**src/rtl/quad_home_decoder.sv**
```systemverilog
module quad_home_decoder #(
  parameter int CNT_W   = 32,
  parameter int TS_W    = 16,
  parameter int FILT_W  = 4,
  parameter int TB1_DIV = 4
) (
  input  logic              clk,
  input  logic              rst_n,
  input  logic              in_p0,
  input  logic              in_p1,
  input  logic              in_home,
  input  logic              cfg_swap,
  input  logic              cfg_tb_sel,
  input  logic [1:0]        cfg_home_mode,
  input  logic              cfg_irq_en,
  input  logic [FILT_W-1:0] cfg_filt_len,
  input  logic              preset_wr,
  input  logic              pos_wr,
  input  logic [CNT_W-1:0]  wr_data,
  input  logic              cmd_init,
  input  logic              cmd_get_time,
  input  logic              status_clr,
  output logic [CNT_W-1:0]  pos,
  output logic [TS_W-1:0]   last_edge_ts,
  output logic [TS_W-1:0]   snap_edge_ts,
  output logic [TS_W-1:0]   snap_now_ts,
  output logic              home_flag,
  output logic              phase_err,
  output logic              irq
);
  localparam int NIN   = 3;
  localparam int PRE_W = (TB1_DIV > 1) ? $clog2(TB1_DIV) : 1;

  logic [NIN-1:0]    s1, s2, flt, flt_d, flt_dd;
  logic [FILT_W-1:0] fcnt [NIN];
  logic [1:0]        acc;
  logic [CNT_W-1:0]  preset_q;
  logic [TS_W-1:0]   tb0, tb1;
  logic [PRE_W-1:0]  pre;

  always_ff @(posedge clk or negedge rst_n) begin
    if (!rst_n) begin
      s1 <= '0; s2 <= '0; flt <= '0; flt_d <= '0; flt_dd <= '0;
      for (int i = 0; i < NIN; i++) fcnt[i] <= '0;
    end else begin
      s1 <= {in_home, in_p1, in_p0};
      s2 <= s1;
      flt_d  <= flt;
      flt_dd <= flt_d;
      for (int i = 0; i < NIN; i++) begin
        if (s2[i] != flt[i]) begin
          if (fcnt[i] >= cfg_filt_len) begin
            flt[i]  <= s2[i];
            fcnt[i] <= '0;
          end else begin
            fcnt[i] <= fcnt[i] + FILT_W'(1);
          end
        end else begin
          fcnt[i] <= '0;
        end
      end
    end
  end

  logic [1:0] svc_p;
  assign svc_p[0] = (flt_d[0] != flt_dd[0]) && (flt[0] != acc[0]);
  assign svc_p[1] = (flt_d[1] != flt_dd[1]) && (flt[1] != acc[1]);

  logic svc_a, svc_b, lvl_a, lvl_b, acc_a, acc_b, both, step, up;
  assign svc_a = cfg_swap ? svc_p[1] : svc_p[0];
  assign svc_b = cfg_swap ? svc_p[0] : svc_p[1];
  assign lvl_a = cfg_swap ? flt[1]   : flt[0];
  assign lvl_b = cfg_swap ? flt[0]   : flt[1];
  assign acc_a = cfg_swap ? acc[1]   : acc[0];
  assign acc_b = cfg_swap ? acc[0]   : acc[1];
  assign both  = svc_a & svc_b;
  assign step  = svc_a ^ svc_b;
  assign up    = svc_a ? (lvl_a != acc_b) : (lvl_b == acc_a);

  logic h_rise, h_fall, home_evt;
  assign h_rise   = flt[2] & ~flt_d[2];
  assign h_fall   = ~flt[2] & flt_d[2];
  assign home_evt = cfg_home_mode[1] ? (h_rise | h_fall)
                  : (cfg_home_mode[0] ? h_fall : h_rise);

  logic [TS_W-1:0] cur_ts;
  assign cur_ts = cfg_tb_sel ? tb1 : tb0;

  always_ff @(posedge clk or negedge rst_n) begin
    if (!rst_n) begin
      tb0 <= '0; tb1 <= '0; pre <= '0;
    end else begin
      tb0 <= tb0 + TS_W'(1);
      if (pre == PRE_W'(TB1_DIV - 1)) begin
        pre <= '0;
        tb1 <= tb1 + TS_W'(1);
      end else begin
        pre <= pre + PRE_W'(1);
      end
    end
  end

  always_ff @(posedge clk or negedge rst_n) begin
    if (!rst_n) begin
      acc <= '0; pos <= '0; preset_q <= '0; last_edge_ts <= '0;
      snap_edge_ts <= '0; snap_now_ts <= '0; home_flag <= 1'b0; phase_err <= 1'b0;
    end else begin
      for (int i = 0; i < 2; i++) if (svc_p[i]) acc[i] <= flt[i];
      if (preset_wr) preset_q <= wr_data;
      if (pos_wr)                    pos <= wr_data;
      else if (cmd_init || home_evt) pos <= preset_q;
      else if (step)                 pos <= up ? pos + CNT_W'(1) : pos - CNT_W'(1);
      if (step) last_edge_ts <= cur_ts;
      if (cmd_get_time) begin
        snap_edge_ts <= last_edge_ts;
        snap_now_ts  <= cur_ts;
      end
      if (home_evt)        home_flag <= 1'b1;
      else if (status_clr) home_flag <= 1'b0;
      if (both)            phase_err <= 1'b1;
      else if (status_clr) phase_err <= 1'b0;
    end
  end

  assign irq = home_flag & cfg_irq_en;

  p_step_one_r1: assert property (@(posedge clk) disable iff (!rst_n)
    (!$past(pos_wr) && !$past(cmd_init) && !$past(home_evt)) |->
      (pos == $past(pos) || pos == $past(pos) + CNT_W'(1) || pos == $past(pos) - CNT_W'(1)));
  p_init_load_r3: assert property (@(posedge clk) disable iff (!rst_n)
    ($past(cmd_init) && !$past(pos_wr)) |-> pos == $past(preset_q));
  p_err_sticky_r6: assert property (@(posedge clk) disable iff (!rst_n)
    (phase_err && !status_clr) |=> phase_err);
  p_snap_pair_r8: assert property (@(posedge clk) disable iff (!rst_n)
    cmd_get_time |=> (snap_edge_ts == $past(last_edge_ts) && snap_now_ts == $past(cur_ts)));
  p_home_reload_r9: assert property (@(posedge clk) disable iff (!rst_n)
    (home_evt && !pos_wr) |=> pos == $past(preset_q));
  p_flag_sticky_r10: assert property (@(posedge clk) disable iff (!rst_n)
    (home_flag && !status_clr) |=> home_flag);
  p_wr_first_r11: assert property (@(posedge clk) disable iff (!rst_n)
    pos_wr |=> pos == $past(wr_data));
endmodule

```
**config.mk**
```make
export PLATFORM = sky130hd
export DESIGN_NAME = quad_home_decoder
export DESIGN_NICKNAME = d
export VERILOG_FILES = /design/src/rtl/quad_home_decoder.sv
export SDC_FILE = /design/constraint.sdc
export NUM_CORES = 1
export LEC_CHECK = 0
export ABC_AREA = 1
export BUFFER_PORTS_ARGS = -buffer_cell sky130_fd_sc_hd__buf_2
export CORE_ASPECT_RATIO = 0.6
export CORE_MARGIN = 2
export CORE_UTILIZATION = 50
export CTS_BUF_LIST = sky130_fd_sc_hd__clkbuf_4 sky130_fd_sc_hd__clkbuf_8 sky130_fd_sc_hd__clkbuf_16
export DETAILED_ROUTE_END_ITERATION = 10
export PLACE_DENSITY = 0.71
export SKIP_LAST_GASP = 1
export SYNTH_ARGS = -nofsm -noshare
export SYNTH_HDL_FRONTEND = slang
export SYNTH_SLANG_ARGS = --single-unit
```
**constraint.sdc**
```tcl
create_clock -name clk -period 6.3 [get_ports clk]
set_input_delay 1.26 -clock clk [delete_from_list [all_inputs] [get_ports clk]]
set_output_delay 1.26 -clock clk [all_outputs]
set_load 0.01 [all_outputs]
```
==> impl_results.md <==
- Total CTS buffers: 17
- Worst-path fanout max: 31
- Mapped Cells: 1298
- Max Buffers Root-to-Sink: 2
- Worst Hold Class: reg2reg
- Core Box Area: 19200 sq um
- Crit share post-route: 55.7%
- Setup TNS: 0 ns
- Initial core utilization: 51.4%
- Leakage: 0.00594 uW
- Multi-input gate area: 4560 sq um
- DR WL/cell: 16.2 um
- CTS tree: built
- GRT overflow: 0
- Crit path capture type: flip-flop
- Die ar.: 21000 sq um
- P per Cell Area: 528 nW/um^2
- CP Launch Type: primary input
- Clk_lat worst skew: 0.44 ns
- Mapped Area: 9890 sq um
- FFs w/ async S/R, synth: 100%
- Postcts setup bufs: 0
- Rel. slew slack: 26.1%
- First-pass GRT wire length: 44500 um
- Synth-to-Final Area Change: 14.8%
- Vias/cell: 5.28
- Maximum vdd ir drop: 0.373 mV
- DR iter-0 viols: 925
- Total Nets Final: 1485
- Fill count: 1799
- Share of cells above drive strength 1: 14.8%
- Final Hold Vio Count: 0
- # Max-Cap Violations: 0
- Detailed Place HPWL: 20000 um
- Die Wd: 186 um
- Clk root buf: clkbuf_16
- Crit-path max cell delay: 0.64 ns
- Most frequent cells in the layout: 390 x nand2_1, 180 x inv_1, 176 x dfrtp_1
- DR DRC count: 0
- Largest net degree at the start of global routing: 69
- Syn Nets: 1371
- Storage element area: 4400 sq um
- Clk_skew: 0.0126 ns
- Measured slew at the worst slew-check pin: 1.11 ns
- Post-Place Setup Slack: 2.37 ns
- Post-route ant nets: 0
- Tmin final: 3.51 ns
- H-Tree Depth: 4
- RSZ-0062 raised after global routing: no
- Vias in the first global route: 8368
- Port Buffer Count: 133
- Final setup fails: 0
- CTS clk-pin slew, worst paths: 0.07 ns
- Mean Syn Cell Area: 7.62 sq um
- CTS sink count: 176
- Crit Path Category: in2reg
- PnR worst setup slack: 2.79 ns
- CP required: 6.57 ns
- Post-CTS sizing: 0
- Most common cell after layout, fill and taps aside: nand2_1
- CP arrival: 3.78 ns
- YS warnings: 0
- Num rows: 39
- Ports: 134
- Peak Freq: 0.285 GHz
- Crit-path slowest cell: inv_1
- Die Span Y: 113 um
- FF+latch count, synth: 176
- Netlist cell types: 45
- Synth Flop Type: dfrtp_1
- GPL Wtd Cong: 1.04
- Routed WL: 27500 um
- Number of synthesized flops with an enable pin: 0
- R2R Setup Slk: 3.04 ns
- Total number of vias: 8938
- Outcome: complete, no violations
- Max-slew violations: 0
- CP cell instances: buf_2 -> o211ai_1 -> o21ai_0 -> nor2_2 -> buf_4 -> inv_1 -> nor3_1 -> inv_1 -> o21ai_0 -> o22ai_1
- Drt pass-1 iters: 5
- Global Route Usage Sum: 27.5%
- Seq/Total Area, Yosys: 44.5%
- Post-CTS Hold Buffers: 0
- Initial antenna violation count: 2
-- cell type report --
type	count	share of cell area [%]
multi-input cells	890	40.2
flip-flops and latches	176	38.8
repair buffers	139	6.32
inverters	188	6.22
clock buffers	18	3.81
well taps	266	2.93
clock inverters	12	1.62
diodes	3	0.0662
-- metrics by stage --
step                      util, %  hold WS (ns)  total power [uW]  cell area (sq um)  std cells
after floorplan                 -         0.331              3870               9890       1298
after global placement       55.8         0.334              4730              10700       1659
after detailed placement     55.8         0.336              4760              10700       1659
after CTS                    59.0         0.354              5920              11300       1689
after global routing         59.0         0.355              6450              11300       1691
final                        59.0         0.350              5990              11300       1692
-- flip-flops by register name (all words and copies together) (netlist names), 3 cells and up --
name / cells
last_edge_ts: 16
snap_now_ts: 16
flt_d: 3
tb1: 16
tb0: 16
s1: 3
pos: 32
s2: 3
preset_q: 32
snap_edge_ts: 16
flt: 3
fcnt: 12
-- metal layers --
metal	wire length [um]	global-route usage, %	vias up	part of all wire [%]
li1	-	-	4398	-
met4	260	6.35	0	0.95
met2	10200	34.8	334	37
met3	2600	8.24	27	9.5
met1	14400	44.7	4179	52
met5	0	0	-	0
-- final timing paths --
path | from | cells after the start | endpoint
worst min register to register | s1[0] | 0 | s2[0]
min in group asynchronous | rst_n | 1 | fcnt[3]
worst max-delay path | cfg_home_mode[0] | 10 | pos[1]
worst max register to register | flt[2] | 13 | pos[1]
worst min-delay path | s1[0] | 0 | s2[0]
max in group asynchronous | rst_n | 2 | tb1[10]
-- synthesized netlist by cell type, types with 3 or more instances --
cell | instances | area [sq um]
o21ai_0 | 132 | 661
dfrtp_1 | 176 | 4400
ha_1 | 22 | 275
nand2_1 | 390 | 1460
a21oi_1 | 42 | 210
nand3_4 | 3 | 52.6
buf_6 | 5 | 56.3
nor2_2 | 5 | 31.3
o21bai_1 | 5 | 37.5
xor2_1 | 28 | 245
nor2_1 | 64 | 240
clkbuf_1 | 34 | 128
o221ai_1 | 4 | 35.0
o21ai_1 | 12 | 60.1
o211ai_1 | 6 | 45.0
xnor2_1 | 14 | 123
nand3_2 | 3 | 30.0
and2_1 | 3 | 18.8
nand2_2 | 11 | 68.8
nand4_1 | 7 | 43.8
inv_1 | 180 | 676
inv_2 | 7 | 26.3
nand3_1 | 62 | 310
nor3_1 | 17 | 85.1
o41ai_1 | 27 | 236
nor4_1 | 6 | 37.5
nor3b_1 | 4 | 30.0
nand2_4 | 4 | 45.0
-- critical path, delay by kind of cell --
| family | cells | cell delay, ns |
|---|---|---|
| AND/OR/NAND/NOR | 2 | 0.55 |
| buffers and inverters | 4 | 1.18 |
| AO/OA/AOI/OAI | 4 | 0.76 |
-- cell families (layout without fill, tap and decap cells) --
group | Yosys count | in the layout | share of synthesized area, %
compound gates | 236 | 236 | 13.6
xor+xnor | 44 | 44 | 4.05
fa+ha+maj | 22 | 22 | 2.78
buf+inv | 232 | 357 | 9.33
flops | 176 | 176 | 44.5
mux | 3 | 3 | 0.316
other cells | 0 | 3 | 0
simple gates | 585 | 585 | 25.3
-- report_power, final --
group          internal (uW)  total (uW)  switching (uW)
registers               1370        1690             326
clock network            669        1130             464
logic                    978        3170            2190
total                   3010        5990            2980
Power figures use the tool's default switching activity.
